--- src/rtl/flo_pkg.sv ---
package flo_pkg;

  typedef enum logic [1:0] {
    LM_PRESET   = 2'd0,
    LM_PARALLEL = 2'd1,
    LM_SERIAL   = 2'd2
  } load_mode_e;

  // Preset distance picked by the two select pins (00 is not a preset).
  function automatic logic [6:0] preset_of(input logic [1:0] sel);
    case (sel)
      2'b01:   preset_of = 7'd8;
      2'b10:   preset_of = 7'd16;
      2'b11:   preset_of = 7'd64;
      default: preset_of = 7'd0;
    endcase
  endfunction

endpackage

--- src/rtl/flo_method_decode.sv ---
module flo_method_decode
  import flo_pkg::*;
#(
  parameter int OFS_W = 8
) (
  input  logic             clk,
  input  logic             rst,
  input  logic             sel_hi,
  input  logic             sel_lo,
  input  logic             ser_mode,
  output load_mode_e       mode,
  output logic [OFS_W-1:0] preset
);

  logic [1:0] sel;
  assign sel = {sel_hi, sel_lo};

  // Method is captured only while reset is held, then frozen.
  always_ff @(posedge clk) begin
    if (rst) begin
      if (ser_mode)
        mode <= LM_SERIAL;
      else if (sel == 2'b00)
        mode <= LM_PARALLEL;
      else
        mode <= LM_PRESET;
      preset <= OFS_W'(preset_of(sel));
    end
  end

endmodule

--- src/rtl/flo_serial_chain.sv ---
module flo_serial_chain #(
  parameter int OFS_W = 8
) (
  input  logic               clk,
  input  logic               rst,
  input  logic               shift_en,
  input  logic               bit_in,
  output logic [2*OFS_W-1:0] chain,
  output logic               full
);

  localparam int CHAIN_W = 2 * OFS_W;
  localparam int CNT_W   = $clog2(CHAIN_W + 1);
  localparam logic [CNT_W-1:0] LAST = CNT_W'(CHAIN_W);

  logic [CNT_W-1:0] cnt;

  always_ff @(posedge clk) begin
    if (rst) begin
      chain <= '0;
      cnt   <= '0;
    end else if (shift_en && (cnt != LAST)) begin
      chain <= {chain[CHAIN_W-2:0], bit_in};
      cnt   <= cnt + 1'b1;
    end
  end

  assign full = (cnt == LAST);

endmodule

--- src/rtl/flo_parallel_load.sv ---
module flo_parallel_load #(
  parameter int OFS_W = 8
) (
  input  logic             clk,
  input  logic             rst,
  input  logic             wr,
  input  logic [OFS_W-1:0] din,
  output logic [OFS_W-1:0] x_val,
  output logic [OFS_W-1:0] y_val,
  output logic             full
);

  logic got_x;

  always_ff @(posedge clk) begin
    if (rst) begin
      x_val <= '0;
      y_val <= '0;
      got_x <= 1'b0;
      full  <= 1'b0;
    end else if (wr && !full) begin
      if (!got_x) begin
        x_val <= din;
        got_x <= 1'b1;
      end else begin
        y_val <= din;
        full  <= 1'b1;
      end
    end
  end

endmodule

--- src/rtl/flag_offset_loader.sv ---
module flag_offset_loader
  import flo_pkg::*;
#(
  parameter int OFS_W = 8
) (
  input  logic             clk,
  input  logic             rst,
  input  logic             sel_hi,
  input  logic             sel_lo,
  input  logic             ser_mode,
  input  logic             ser_en_n,
  input  logic             ser_dat,
  input  logic             wr_en,
  input  logic [OFS_W-1:0] din,
  output logic [OFS_W-1:0] x_ofs,
  output logic [OFS_W-1:0] y_ofs,
  output logic             done
);

  localparam int CHAIN_W = 2 * OFS_W;

  load_mode_e         mode_q;
  logic [OFS_W-1:0]   preset_q;
  logic [CHAIN_W-1:0] chain;
  logic               ser_full;
  logic [OFS_W-1:0]   par_x;
  logic [OFS_W-1:0]   par_y;
  logic               par_full;
  logic               ser_shift;
  logic               par_wr;

  assign ser_shift = (mode_q == LM_SERIAL) && !ser_en_n;
  assign par_wr    = (mode_q == LM_PARALLEL) && wr_en;

  flo_method_decode #(.OFS_W(OFS_W)) u_dec (
    .clk      (clk),
    .rst      (rst),
    .sel_hi   (sel_hi),
    .sel_lo   (sel_lo),
    .ser_mode (ser_mode),
    .mode     (mode_q),
    .preset   (preset_q)
  );

  flo_serial_chain #(.OFS_W(OFS_W)) u_ser (
    .clk      (clk),
    .rst      (rst),
    .shift_en (ser_shift),
    .bit_in   (ser_dat),
    .chain    (chain),
    .full     (ser_full)
  );

  flo_parallel_load #(.OFS_W(OFS_W)) u_par (
    .clk   (clk),
    .rst   (rst),
    .wr    (par_wr),
    .din   (din),
    .x_val (par_x),
    .y_val (par_y),
    .full  (par_full)
  );

  // Registered outputs; frozen once done is set.
  always_ff @(posedge clk) begin
    if (rst) begin
      x_ofs <= '0;
      y_ofs <= '0;
      done  <= 1'b0;
    end else if (!done) begin
      case (mode_q)
        LM_PRESET: begin
          x_ofs <= preset_q;
          y_ofs <= preset_q;
          done  <= 1'b1;
        end
        LM_PARALLEL: begin
          x_ofs <= par_x;
          y_ofs <= par_y;
          done  <= par_full;
        end
        LM_SERIAL: begin
          x_ofs <= chain[OFS_W-1:0];
          y_ofs <= chain[CHAIN_W-1:OFS_W];
          done  <= ser_full;
        end
        default: ;
      endcase
    end
  end

endmodule

--- config.mk ---
export PLATFORM = sky130hd
export DESIGN_NAME = flag_offset_loader
export DESIGN_NICKNAME = d
export VERILOG_FILES = /design/src/rtl/flo_pkg.sv /design/src/rtl/flo_method_decode.sv /design/src/rtl/flo_serial_chain.sv /design/src/rtl/flo_parallel_load.sv /design/src/rtl/flag_offset_loader.sv
export SDC_FILE = /design/constraint.sdc
export NUM_CORES = 1
export LEC_CHECK = 0
export CORE_AREA = 8 8 92 94
export CTS_BUF_LIST = sky130_fd_sc_hd__clkbuf_8
export CTS_CLUSTER_DIAMETER = 30
export DETAILED_ROUTE_END_ITERATION = 8
export DIE_AREA = 0 0 100 102
export DONT_BUFFER_PORTS = 1
export REMOVE_ABC_BUFFERS = 1
export SETUP_SLACK_MARGIN = 0.2
export SYNTH_ARGS = -nofsm -noshare
export SYNTH_HDL_FRONTEND = slang
export SYNTH_HIERARCHICAL = 1
export SYNTH_SLANG_ARGS = --single-unit
--- constraint.sdc ---
create_clock -name clk -period 3.25 [get_ports clk]
set_input_delay 0.1625 -clock clk [delete_from_list [all_inputs] [get_ports clk]]
set_output_delay 0.1625 -clock clk [all_outputs]
set_load 0.01 [all_outputs]
==> Yosys cells after proc, flatten, opt, wreduce, memory -nomap -nowiden <==
Cells that the tools add are included.
{ "totals": {"inputBits": 16, "ff_bits": 65, "word_cells": 39, "output_inout_bits": 17} }
{ "op_classes": {"n_eq_ne": 7, "muxes": 6, "add_sub_neg": 1, "reduce_logical": 12, "bitwise": 2} }
{ "ops": {"columns": ["operator", "count"], "rows": [
  ["8-bit one-hot mux with 3 select lines", 2],
  ["7-bit one-hot mux with 3 select lines", 1],
  ["2-bit == test, second input constant", 3],
  ["2-bit AND reduction", 3],
  ["5-bit by 1-bit adder with 5-bit output, second input constant", 1],
  ["5-bit == test, second input constant", 1],
  ["5-bit != test, second input constant", 1],
  ["2-bit by 1-bit == test with 1-bit output, second input constant", 2],
  ["1-bit logical AND", 4],
  ["2-bit zero test", 2],
  ["1-bit one-hot mux with 3 select lines", 1],
  ["3-bit nonzero test", 1],
  ["1-bit zero test", 2],
  ["1-bit two-way mux", 2],
  ["1-bit inverter", 2]
]} }

==> Logic depth before layout (Yosys ltp) <==
Gate-level depths: netlist of the first run.
{ "logic_depth": {"depth_word": 4, "ltp_mapped": 9, "depth_no_buf": 6} }

==> Cells and area by module <==
Netlist of the first run, hierarchy kept.
{ "by_module_without_submodules": {"columns": ["mod", "seq_area_each_um2", "cells_per_inst", "area_per_inst_um2", "n_inst"], "rows": [
  ["flag_offset_loader", 340.3, 95, 965.9, 1],
  ["flo_serial_chain", 420.4, 81, 887.1, 1],
  ["flo_parallel_load", 360.3, 71, 758.2, 1],
  ["flo_method_decode", 150.1, 15, 219.0, 1]
]} }

==> Worst setup path after synthesis of the first run <==
No wires, ideal clock.
{ "synth_timing": {"path_type": "reg2reg", "start": "register u_dec.mode[0]", "end": "register u_ser.cnt[0]", "slack_ns": 1.361, "required_ns": 3.129, "path_stages_with_launch": 9, "setup_time_ns": 0.121, "n_path_buf": 3, "period_less_slack_ns": 1.889, "arrival_ns": 1.769, "path_cell_list": "edfxtp_1 inv_1 ha_1 buf_6 buf_12 nor2b_1 nor2b_2 buf_6 mux2_2"} }
{ "synth_between": {"elab_chain_cells": 3} }
{ "synth_lines": {"columns": ["item", "line_no", "rtl"], "rows": [
  ["start: declaration", "flo_method_decode.sv:11", "output load_mode_e mode,"],
  ["start signal: assignment", "flo_method_decode.sv:22", "mode <= LM_SERIAL;"],
  ["start signal: assignment", "flo_method_decode.sv:24", "mode <= LM_PARALLEL;"],
  ["start signal: assignment", "flo_method_decode.sv:26", "mode <= LM_PRESET;"],
  ["2-bit == test", "flag_offset_loader.sv:32", "assign ser_shift = (mode_q == LM_SERIAL) && !ser_en_n;"],
  ["1-bit logical AND", "flag_offset_loader.sv:32", null],
  ["via ser_shift", "flag_offset_loader.sv:29", "logic ser_shift;"],
  ["1-bit logical AND", "flo_serial_chain.sv:22", "end else if (shift_en && (cnt != LAST)) begin"],
  ["end signal: assignment", "flo_serial_chain.sv:24", "cnt <= cnt + 1'b1;"],
  ["end: declaration", "flo_serial_chain.sv:16", "logic [CNT_W-1:0] cnt;"]
]} }
The timed path passes the listed nets, and every way through them passes these cells.
A chain may end at the register's enable or synchronous reset.

==> Final worst setup path of the first run <==
{ "layout_timing": {"start": "register u_dec.mode[0]", "end": "register u_ser.chain[13]"} }
{ "layout_between": {"elab_chain_cells": 3} }
{ "layout_lines": {"columns": ["item", "line_no", "rtl"], "rows": [
  ["2-bit == test", "flag_offset_loader.sv:32", null],
  ["1-bit logical AND", "flag_offset_loader.sv:32", null],
  ["via ser_shift", "flag_offset_loader.sv:29", null],
  ["1-bit logical AND", "flo_serial_chain.sv:22", null],
  ["end signal: assignment", "flo_serial_chain.sv:23", "chain <= {chain[CHAIN_W-2:0], bit_in};"],
  ["end: declaration", "flo_serial_chain.sv:8", "output logic [2*OFS_W-1:0] chain,"]
]} }
The timed path passes the listed nets, and every way through them passes these cells.

==> results of run 1 <==
-- worst max-delay path by stage --
stage,start,to,slack (ns)
6_report,u_dec/mode[0],u_ser/chain[13],0.94
5_1_grt,u_dec/mode[0],u_ser/cnt[1],0.73
3_5_place_dp,u_dec/mode[0],u_ser/chain[6],0.93
3_3_place_gp,u_dec/mode[0],u_ser/chain[13],1.02
2_1_floorplan,u_dec/mode[0],u_ser/cnt[0],0.72
4_1_cts,u_dec/mode[0],u_ser/chain[6],0.90
-- final cells by class --
type | instances | area (µm²) | area share, %
clock inverter | 5 | 73.82 | 2.337
sequential | 61 | 1271 | 40.24
clock buffer | 11 | 151.4 | 4.792
timing repair buffer | 15 | 142.6 | 4.515
inverter | 6 | 22.52 | 0.7129
multi-input combinational | 179 | 1374 | 43.49
tap | 99 | 123.9 | 3.921
-- sequential cells by signal, summed over array words and instances, names as in the netlist, 2 cells and up --
signal        count
y_ofs             8
u_par/y_val       8
u_par/x_val       8
u_dec/mode        2
u_ser/chain      16
x_ofs             8
u_ser/cnt         5
u_dec/preset      3
-- cells by family (layout without fill, tap and decap cells) --
group                    Yosys count  count (layout)  synth area share (%)
AO/OA/AOI/OAI                     45              45                 13.84
flip-flops                        61              61                 44.92
buffers and inverters             26              37                 7.073
AND/OR/NAND/NOR                   87              87                 18.70
XOR/XNOR                           2               2                0.6190
multiplexers                      34              34                 12.07
adder cells (fa/ha/maj)            6               6                 2.652
other                              1               5                0.1325
-- worst max-delay path, stage by stage (launching register included) --
cell	delay, ns
edfxtp_1	0.42
inv_1	0.10
ha_1	0.14
buf_4	0.24
nor2b_1	0.31
nor2b_2	0.52
buf_4	0.30
mux2i_1	0.19
-- layout by cell type (no fill, tap or decap), types with 2 or more instances in the layout --
| master | n |
|---|---|
| a21oi_1 | 4 |
| a22o_1 | 15 |
| a22oi_1 | 8 |
| a22oi_2 | 8 |
| buf_4 | 3 |
| bufinv_16 | 2 |
| clkbuf_8 | 11 |
| clkinv_2 | 2 |
| conb_1 | 5 |
| dfxtp_1 | 56 |
| dlygate4sd3_1 | 12 |
| edfxtp_1 | 5 |
| ha_1 | 6 |
| inv_1 | 7 |
| mux2i_1 | 33 |
| nand2_1 | 18 |
| nand2b_1 | 44 |
| nand4_1 | 2 |
| nor2_1 | 6 |
| nor2b_1 | 2 |
| o21a_1 | 8 |
| xor2_1 | 2 |
-- metal layers --
metal	GRT usage, %	vias to the layer above	wire length [µm]
met4	5.581	0	98
met2	19.86	27	2688
met3	4.632	12	281
li1	-	920	-
met5	0	-	0
met1	15.49	871	2866
-- power by group through the flow --
| stage | clock, µW | combinational (µW) | sequential (µW) |
|---|---|---|---|
| floorplan | 0 | 115 | 842 |
| global placement | 0 | 145 | 852 |
| detailed placement | 0 | 148 | 852 |
| CTS | 778 | 164 | 836 |
| global route | 801 | 182 | 840 |
| finish | 750 | 161 | 834 |
-- per-stage QoR --
| step | cells | setup WS (ns) | hold WS, ns | utilization (%) | area, µm² |
|---|---|---|---|---|---|
| CTS | 376 | 0.9028 | 0.001477 | 44.75 | 3159 |
| global route | 376 | 0.7325 | 0.001943 | 44.75 | 3159 |
| global placement | 348 | 1.023 | 0.2395 | 39.86 | 2814 |
| floorplan | 246 | 0.7152 | 0.2316 | - | 2668 |
| finish | 376 | 0.9407 | 0.02690 | 44.75 | 3159 |
| detailed placement | 348 | 0.9325 | 0.2434 | 39.86 | 2814 |
==> Implementation_results.wiki, run 1 <==
{| class="wikitable"
! Metric !! Value
|-
| Most common cell in the synthesized netlist || dfxtp_1
|-
| Clock tree from TritonCTS || done
|-
| Type of the most critical hold path || input port to flip-flop
|-
| Most common library cells after synthesis || 56 x dfxtp_1, 44 x nand2b_1, 33 x mux2i_1
|-
| Min-delay src || rst
|-
| Number of antenna violations at the first check in global routing || 0
|-
| Pin count of the biggest net entering global routing || 41
|-
| Clock latency of the later-clocked register in the worst-skew pair || 0.33 ns
|-
| Initial Util || 40.09%
|-
| Reg2Reg Depth || 7
|-
| Clk_skew || 0.005961 ns
|-
| Switching share of power || 23.35%
|-
| Die area || 10200 µm²
|-
| First-pass GRT wire length || 9970 µm
|-
| Logic gate share of total power || 9.2%
|-
| Power dissipated by switching net loads || 407.6 µW
|-
| Per-instance average area after synthesis || 10.80 µm²
|-
| Power after layout || 1745 µW
|-
| Synthesized cell area || 2830 µm²
|-
| Critical Path RT || 3.51 ns
|-
| Sort of element at the start of the critical path || flip-flop
|-
| Internal power summed over all cells || 1338 µW
|-
| Core outline area || 7059 µm²
|-
| Final ANT Viol Nets || 0
|-
| Maximum fanout along the worst path || 18
|-
| Final count of negative-setup-slack endpoints || 0
|-
| Final count of hold timing violations || 0
|-
| Initial detailed-routing violation count || 81
|-
| Most frequently used flop master after synthesis || dfxtp_1
|-
| NumNets Final || 294
|-
| Clock slew at reported path FFs || 0.06 ns
|-
| HPWL after detailed placement || 3862 µm
|-
| Result of the run || completed
|-
| Worst r2r src || u_dec/mode[0]
|-
| Share of synthesized registers carrying an async set or reset || 0%
|-
| Relative slew slack || 47.61%
|-
| Clock buffer count from CTS || 9
|-
| EDFF count, synth || 5
|-
| Unrepaired setup endpoints after global routing || false
|-
| Gpl congestion || 0.7503
|-
| Drt pass-1 iters || 4
|-
| Max Cap Violations || 0
|-
| Number of warnings reported in the yosys synthesis log || 6
|-
| Critical path class || flip-flop to flip-flop
|-
| Slew Limit Fails || 0
|-
| I/O Pins || 33
|-
| # resized after CTS || 0
|-
| Vias per cell || 4.867
|-
| WHS Endpoint || u_par/y_val[4]
|-
| Total negative slack for setup checks || 0 ns
|-
| Time the worst path needs with I/O delays and setup || 2.309 ns
|-
| Top cells by area, synth || dfxtp_1 40%, mux2i_1 12%, nand2b_1 9.7%
|-
| Post-CTS Repair Setup Buffers || 0
|-
| Slew of the pin with the lowest slew margin || 0.7859 ns
|-
| End of the worst register-to-register path || u_ser/chain[13]
|-
| Proportion of netlist area held by the largest area contributor || 39.61%
|-
| Final critical-path share of the clock period || 71.06%
|-
| Worst hold path depth || 2
|-
| Static leakage || 0.001227 µW
|-
| Area growth, synth to finish || 11.63%
|-
| Post-synth top area cell || dfxtp_1
|-
| Post-Syn Instances || 262
|-
| CTS hold repair buffers || 12
|-
| Number of port buffers || 0
|-
| Die span in x || 100 µm
|-
| Clock sinks || 61
|-
| Row count || 31
|-
| Worst IR drop on VDD || 0.0002482 V
|-
| Fraction of layout cells with a size suffix above 1 || 13.36%
|-
| Sequential group share of total power || 47.8%
|-
| Number of unique standard cell types used by synthesis || 41
|-
| Per-cell routed wire length || 15.78 µm
|-
| Die Y || 102 µm
|-
| Vias in the first global route || 1967
|-
| Setup slack on the worst flop-to-flop path || 0.94 ns
|-
| Overall routing resource usage || 12.75%
|-
| Diodes inserted || 0
|-
| Data arrival at the endpoint of the critical path || 2.57 ns
|-
| Power per cell area || 552.4 nW/µm²
|-
| Seq/Total Area, Yosys || 44.92%
|-
| F_max || 0.4330 GHz
|-
| Clock Power Share || 43.0%
|-
| Total wire length || 5935 µm
|-
| Clock root cell || clkbuf_8
|-
| CTS HTree Levels || 3
|-
| Overflow after GRT || 0
|-
| DRC errors left || 0
|-
| FILL cells || 708
|-
| Vias || 1830
|-
| Type of destination of the critical path || flip-flop
|-
| Post-synthesis sequential element count || 61
|-
| Maximum buffer depth of the clock tree || 2
|}
Note: power is estimated with default switching activity, not from simulation.
==> run 2, diff against run 1 <==
- clock period: 3.25 -> 2.1 ns (I/O delays scaled with it)
==> run 2 against run 1 <==
Compared with the run above:
- final cell count is 0.80% higher
- sequential power is 55% higher
- non-clock buffer count is 3 higher
- combinational power is 66% higher
- setup slack worse by 0.60 ns
- sequential cell count stayed put
- clock power is 56% higher
- power is 56% higher
- core utilization is 0.64 points higher
- largest cell class unchanged
==> Implementation_results.wiki, run 2 (same netlist as run 1, synthesis figures left out) <==
{| class="wikitable"
! Metric !! Value
|-
| DRC errors left || 0 (unchanged)
|-
| Clock latency of the later-clocked register in the worst-skew pair || 0.33 ns (about the same)
|-
| Vias || 1828 (-0.11%)
|-
| Per-cell routed wire length || 16.08 µm (+1.9%)
|-
| Type of destination of the critical path || flip-flop
|-
| Clock root cell || clkbuf_8
|-
| Final critical-path share of the clock period || 83.77% (+13 points)
|-
| Static leakage || 0.001244 µW (+1.4%)
|-
| Worst r2r src || u_dec/mode[1]
|-
| Die span in x || 100 µm (unchanged)
|-
| Core outline area || 7059 µm² (unchanged)
|-
| F_max || 0.5684 GHz (+31%)
|-
| HPWL after detailed placement || 3883 µm (+0.52%)
|-
| Clock buffer count from CTS || 9 (unchanged)
|-
| Worst hold path depth || 2 (unchanged)
|-
| Area growth, synth to finish || 13.22%
|-
| Flip-flop count of the largest register after layout || 16 (unchanged)
|-
| Slew of the pin with the lowest slew margin || 0.5117 ns (-0.2742 ns)
|-
| Min-delay src || rst
|-
| Slew Limit Fails || 0 (unchanged)
|-
| Initial Util || 40.09% (unchanged)
|-
| Minimum hold slack || 0.01918 ns (-0.007721 ns)
|-
| Diodes inserted || 0 (unchanged)
|-
| Reg2Reg Depth || 5 (-2)
|-
| Fraction of layout cells with a size suffix above 1 || 14.29% (+0.93 points)
|-
| Relative slew slack || 65.78% (+18 points)
|-
| Clock tree from TritonCTS || done
|-
| Maximum fanout along the worst path || 6 (-12)
|-
| Gpl congestion || 0.7243 (-3.5%)
|-
| Largest reg by FF count || u_ser/chain
|-
| Setup slack on the worst flop-to-flop path || 0.34 ns (-0.60 ns)
|-
| Critical Path RT || 2.31 ns (-1.20 ns)
|-
| I/O Pins || 33 (unchanged)
|-
| Critical Path Source || u_dec/mode[1]
|-
| Critical path class || flip-flop to flip-flop
|-
| Clock sinks || 61 (unchanged)
|-
| Most used cells in the layout excluding fill and tap cells || 56 x dfxtp_1, 44 x nand2b_1, 33 x mux2i_1
|-
| Unrepaired setup endpoints after global routing || false
|-
| Pin count of the biggest net entering global routing || 50 (+22%)
|-
| Capturing instance or port of the critical path || u_par/x_val[2]
|-
| Sort of element at the start of the critical path || flip-flop
|-
| Number of antenna violations at the first check in global routing || 1 (+1)
|-
| Maximum buffer depth of the clock tree || 2 (unchanged)
|-
| First-pass GRT wire length || 10160 µm (+1.9%)
|-
| Type of the most critical hold path || input port to flip-flop
|-
| Final ANT Viol Nets || 0 (unchanged)
|-
| FILL cells || 693 (-2.1%)
|-
| Die area || 10200 µm² (unchanged)
|-
| Final count of negative-setup-slack endpoints || 0 (unchanged)
|-
| Drt pass-1 iters || 4 (unchanged)
|-
| Number of port buffers || 0 (unchanged)
|-
| CTS HTree Levels || 3 (unchanged)
|-
| End of the worst register-to-register path || u_par/x_val[2]
|-
| Data arrival at the endpoint of the critical path || 1.97 ns (-0.60 ns)
|-
| Initial detailed-routing violation count || 71 (-12%)
|-
| Final design utilization || 45.39% (+0.64 points)
|-
| Die Y || 102 µm (unchanged)
|-
| Overflow after GRT || 0 (unchanged)
|-
| Most common cell after layout, fill and taps aside || dfxtp_1
|-
| Power per cell area || 852.3 nW/µm² (+54%)
|-
| Clock slew at reported path FFs || 0.07 ns (about the same)
|-
| Total wire length || 6096 µm (+2.7%)
|-
| Max Cap Violations || 0 (unchanged)
|-
| Vias in the first global route || 1950 (-0.86%)
|-
| Post-CTS Repair Setup Buffers || 0 (unchanged)
|-
| Overall routing resource usage || 13.00% (+0.25 points)
|-
| Vias per cell || 4.823 (-0.90%)
|-
| Time the worst path needs with I/O delays and setup || 1.759 ns (-0.5501 ns)
|-
| Final count of hold timing violations || 0 (unchanged)
|-
| Clk_skew || 0.007222 ns (+0.001261 ns)
|-
| Worst IR drop on VDD || 0.0005009 V (+100%)
|-
| Row count || 31 (unchanged)
|-
| NumNets Final || 297 (+1.0%)
|-
| Result of the run || completed
|}
-- run 2: changes by cell type in the layout (fill, tap and decap cells not counted) --
cell	delta
ha_2	+1
buf_12	+1
nor2b_1	-1
nor2b_2	+1
ha_1	-1
dlygate4sd3_1	+2
-- run 2: stage by stage --
step | worst slack, ns | instances | total power (µW) | setup TNS (ns) | cell area (µm²)
2_1_floorplan | -0.4348 | 246 | 1481 | -3.779 | 2668
3_3_place_gp | 0.3142 | 348 | 1550 | 0 | 2814
3_5_place_dp | 0.3131 | 348 | 1549 | 0 | 2814
4_1_cts | 0.2948 | 379 | 2766 | 0 | 3199
5_1_grt | 0.2524 | 379 | 2856 | 0 | 3204
6_report | 0.3408 | 379 | 2731 | 0 | 3204
-- run 2: timing repair --
action | CTS | global route
hold endpoints to repair | 49 | 0
resized for setup | 0 | 2
hold buffers | 15 | 0
endpoints found under the setup margin | 0 | 8
-- run 2: routing by layer --
metal	wire, µm	GRT usage, %
met4	70	3.721
met2	2710	20.01
met1	2993	16.46
met5	12	0
met3	309	5.041
-- run 2: worst max-delay path: stages, from the launching register on --
cell      delay, ns
edfxtp_1       0.42
inv_1          0.11
ha_1           0.19
and2_1         0.21
or3b_1         0.54
mux2i_1        0.18
-- run 2: where the power goes --
| group | leakage (µW) | internal (µW) | switching, µW |
|---|---|---|---|
| Clock | 0.000121 | 725 | 449 |
| Sequential | 0.000503 | 1230 | 59.5 |
| Combinational | 0.000620 | 122 | 145 |
-- run 2: cell type report --
| type | instances | area, µm² | share of cell area (%) |
|---|---|---|---|
| inverter | 6 | 22.52 | 0.7029 |
| tap | 99 | 123.9 | 3.866 |
| timing repair buffer | 18 | 182.7 | 5.701 |
| sequential | 61 | 1271 | 39.67 |
| multi-input combinational | 179 | 1379 | 43.03 |
| clock buffer | 11 | 151.4 | 4.725 |
| clock inverter | 5 | 73.82 | 2.304 |
-- run 2: worst min-delay path by stage --
| stage | to | slack, ns |
|---|---|---|
| final | u_ser/chain[6] | 0.02 |
| after floorplan | u_par/got_x | 0.17 |
| after global routing | u_ser/cnt[0] | 0.007 |
| after CTS | u_ser/chain[6] | 0.001 |
| after global placement | u_par/got_x | 0.18 |
| after detailed placement | u_par/got_x | 0.19 |
==> run 3, diff against run 2 <==
- clock period: 2.1 -> 1.55 ns (I/O delays scaled with it)
==> run 3 against run 2 <==
Compared with the run above:
- the run now ends with setup timing left
- largest cell class unchanged
- power grew 37%
- clock-buffer cell count is the same
- sequential share of layout area shrank 4.9 points
- non-clock buffer count grew 29
- die area is the same
==> Implementation_results.wiki, run 3 (same netlist as run 1, synthesis figures left out) <==
{| class="wikitable"
! Metric !! Value
|-
| NumNets Final || 326 (+9.8%)
|-
| Final count of hold timing violations || 0 (unchanged)
|-
| Critical path class || flip-flop to flip-flop
|-
| Slew Limit Fails || 0 (unchanged)
|-
| Gpl congestion || 0.7509 (+3.7%)
|-
| Vias in the first global route || 2049 (+5.1%)
|-
| Diodes inserted || 0 (unchanged)
|-
| Max Cap Violations || 0 (unchanged)
|-
| Power after layout || 3743 µW (+37%)
|-
| Clock latency of the later-clocked register in the worst-skew pair || 0.34 ns (about the same)
|-
| Clk_skew || 0.006002 ns (-0.001221 ns)
|-
| Flip-flop count of the largest register after layout || 16 (unchanged)
|-
| Core outline area || 7059 µm² (unchanged)
|-
| CTS HTree Levels || 3 (unchanged)
|-
| Fraction of layout cells with a size suffix above 1 || 28.90% (+15 points)
|-
| Data arrival at the endpoint of the critical path || 1.84 ns (-0.13 ns)
|-
| Vias || 1970 (+7.8%)
|-
| Power per cell area || 1023 nW/µm² (+20%)
|-
| DRC errors left || 0 (unchanged)
|-
| Clock root cell || clkbuf_8
|-
| Die span in x || 100 µm (unchanged)
|-
| Initial Util || 40.09% (unchanged)
|-
| Total wire length || 6812 µm (+12%)
|-
| Final design utilization || 51.84% (+6.5 points)
|-
| Drt pass-1 iters || 4 (unchanged)
|-
| Pin count of the biggest net entering global routing || 56 (+12%)
|-
| Result of the run || finished, violations left
|-
| First-pass GRT wire length || 10670 µm (+5.0%)
|-
| Overflow after GRT || 0 (unchanged)
|-
| Final count of negative-setup-slack endpoints || 5 (+5)
|-
| Per-cell routed wire length || 16.74 µm (+4.1%)
|-
| Maximum fanout along the worst path || 4 (-2)
|-
| Clock sinks || 61 (unchanged)
|-
| Clock buffer count from CTS || 9 (unchanged)
|-
| Die Y || 102 µm (unchanged)
|-
| Area growth, synth to finish || 29.31%
|-
| Vias per cell || 4.840 (+0.35%)
|-
| Static leakage || 0.001438 µW (+16%)
|-
| Type of the most critical hold path || input port to flip-flop
|-
| Time the worst path needs with I/O delays and setup || 1.565 ns (-0.1943 ns)
|-
| Largest reg by FF count || u_ser/chain
|-
| Area after detailed placement || 2954 µm² (+5.0%)
|-
| Type of destination of the critical path || flip-flop
|-
| F_max || 0.6390 GHz (+12%)
|-
| Most used cells in the layout excluding fill and tap cells || 56 x dfxtp_1, 43 x nand2b_1, 32 x mux2i_1
|-
| Maximum buffer depth of the clock tree || 2 (unchanged)
|-
| Worst IR drop on VDD || 0.0006102 V (+22%)
|-
| Final std cell area, no fill || 3660 µm² (+14%)
|-
| Violated checks || setup timing
|-
| Unrepaired setup endpoints after global routing || true
|-
| Most common cell after layout, fill and taps aside || dfxtp_1
|-
| FILL cells || 651 (-6.1%)
|-
| Setup slack after layout || -0.01494 ns (-0.3557 ns)
|-
| Row count || 31 (unchanged)
|-
| Clock slew at reported path FFs || 0.07 ns (about the same)
|-
| Final critical-path share of the clock period || 101.0% (+17 points)
|-
| Sort of element at the start of the critical path || flip-flop
|-
| Clock tree from TritonCTS || done
|-
| Number of antenna violations at the first check in global routing || 0 (-1)
|-
| Critical Path RT || 1.83 ns (-0.48 ns)
|-
| Die area || 10200 µm² (unchanged)
|-
| I/O Pins || 33 (unchanged)
|-
| Number of port buffers || 0 (unchanged)
|-
| Overall routing resource usage || 13.77% (+0.76 points)
|-
| Final ANT Viol Nets || 0 (unchanged)
|-
| HPWL after detailed placement || 4351 µm (+12%)
|-
| Initial detailed-routing violation count || 90 (+27%)
|}
run 3: through the flow:
step	cells	hold WS (ns)	TNS, ns	worst slack (ns)
3_3_place_gp	365	0.1560	-0.1522	-0.02396
6_report	407	0.03807	-0.06589	-0.01494
4_1_cts	404	0.01654	0	0.003346
5_1_grt	407	0.01682	-1.617	-0.07698
3_5_place_dp	365	0.1610	-0.6483	-0.07156
2_1_floorplan	246	0.1466	-18.31	-0.9848
run 3: critical path: stages (launching register included):
cell and delay [ns]:
edfxtp_1 0.41, buf_6 0.15, ha_4 0.15, and2_4 0.15, buf_6 0.12, buf_6 0.10
nand3b_1 0.21, mux2i_1 0.21
run 3: path summary, 6_finish.rpt:
check,startpoint,to,slack [ns],cells past startpoint
worst max-delay path,u_dec/mode[0],u_par/y_val[0],-0.01,7
worst min register to register,u_par/y_val[4],u_par/y_val[4],0.48,2
worst min-delay path,rst,u_ser/cnt[4],0.04,2
worst max register to register,u_dec/mode[0],u_par/y_val[0],-0.01,7
run 3: timing repair:
item	4_1_cts	5_1_grt
setup buffers	9	1
pin swaps	14	14
hold buffers	15	0
hold endpoints to repair	50	0
setup endpoints to repair	56	56
gates resized for setup	30	21
cloned	0	2
run 3: routing by layer:
| layer | share of wire, % | GRT usage (%) | vias to the layer above |
|---|---|---|---|
| li1 | - | - | 991 |
| met1 | 45 | 15.57 | 933 |
| met2 | 48 | 23.35 | 38 |
| met3 | 6.0 | 5.245 | 8 |
| met4 | 1.1 | 4.535 | 0 |
| met5 | 0 | 0 | - |
run 3: cell type report:
| class | instances | area, µm² | share of cell area, % |
|---|---|---|---|
| Multi-Input combinational cell | 179 | 1516 | 41.44 |
| Sequential cell | 61 | 1271 | 34.74 |
| Timing Repair Buffer | 47 | 526.8 | 14.39 |
| Clock buffer | 11 | 151.4 | 4.137 |
| Tap cell | 99 | 123.9 | 3.385 |
| Clock inverter | 4 | 47.55 | 1.299 |
| Inverter | 6 | 22.52 | 0.6154 |
run 3: where the power goes:
part / leakage (µW) / total [µW] / switching (µW) / internal [µW]
Combinational: 0.000833 / 571 / 257 / 313
Clock: 0.000101 / 1420 / 607 / 814
Sequential: 0.000503 / 1750 / 83.1 / 1670
Total: 0.00144 / 3740 / 947 / 2800
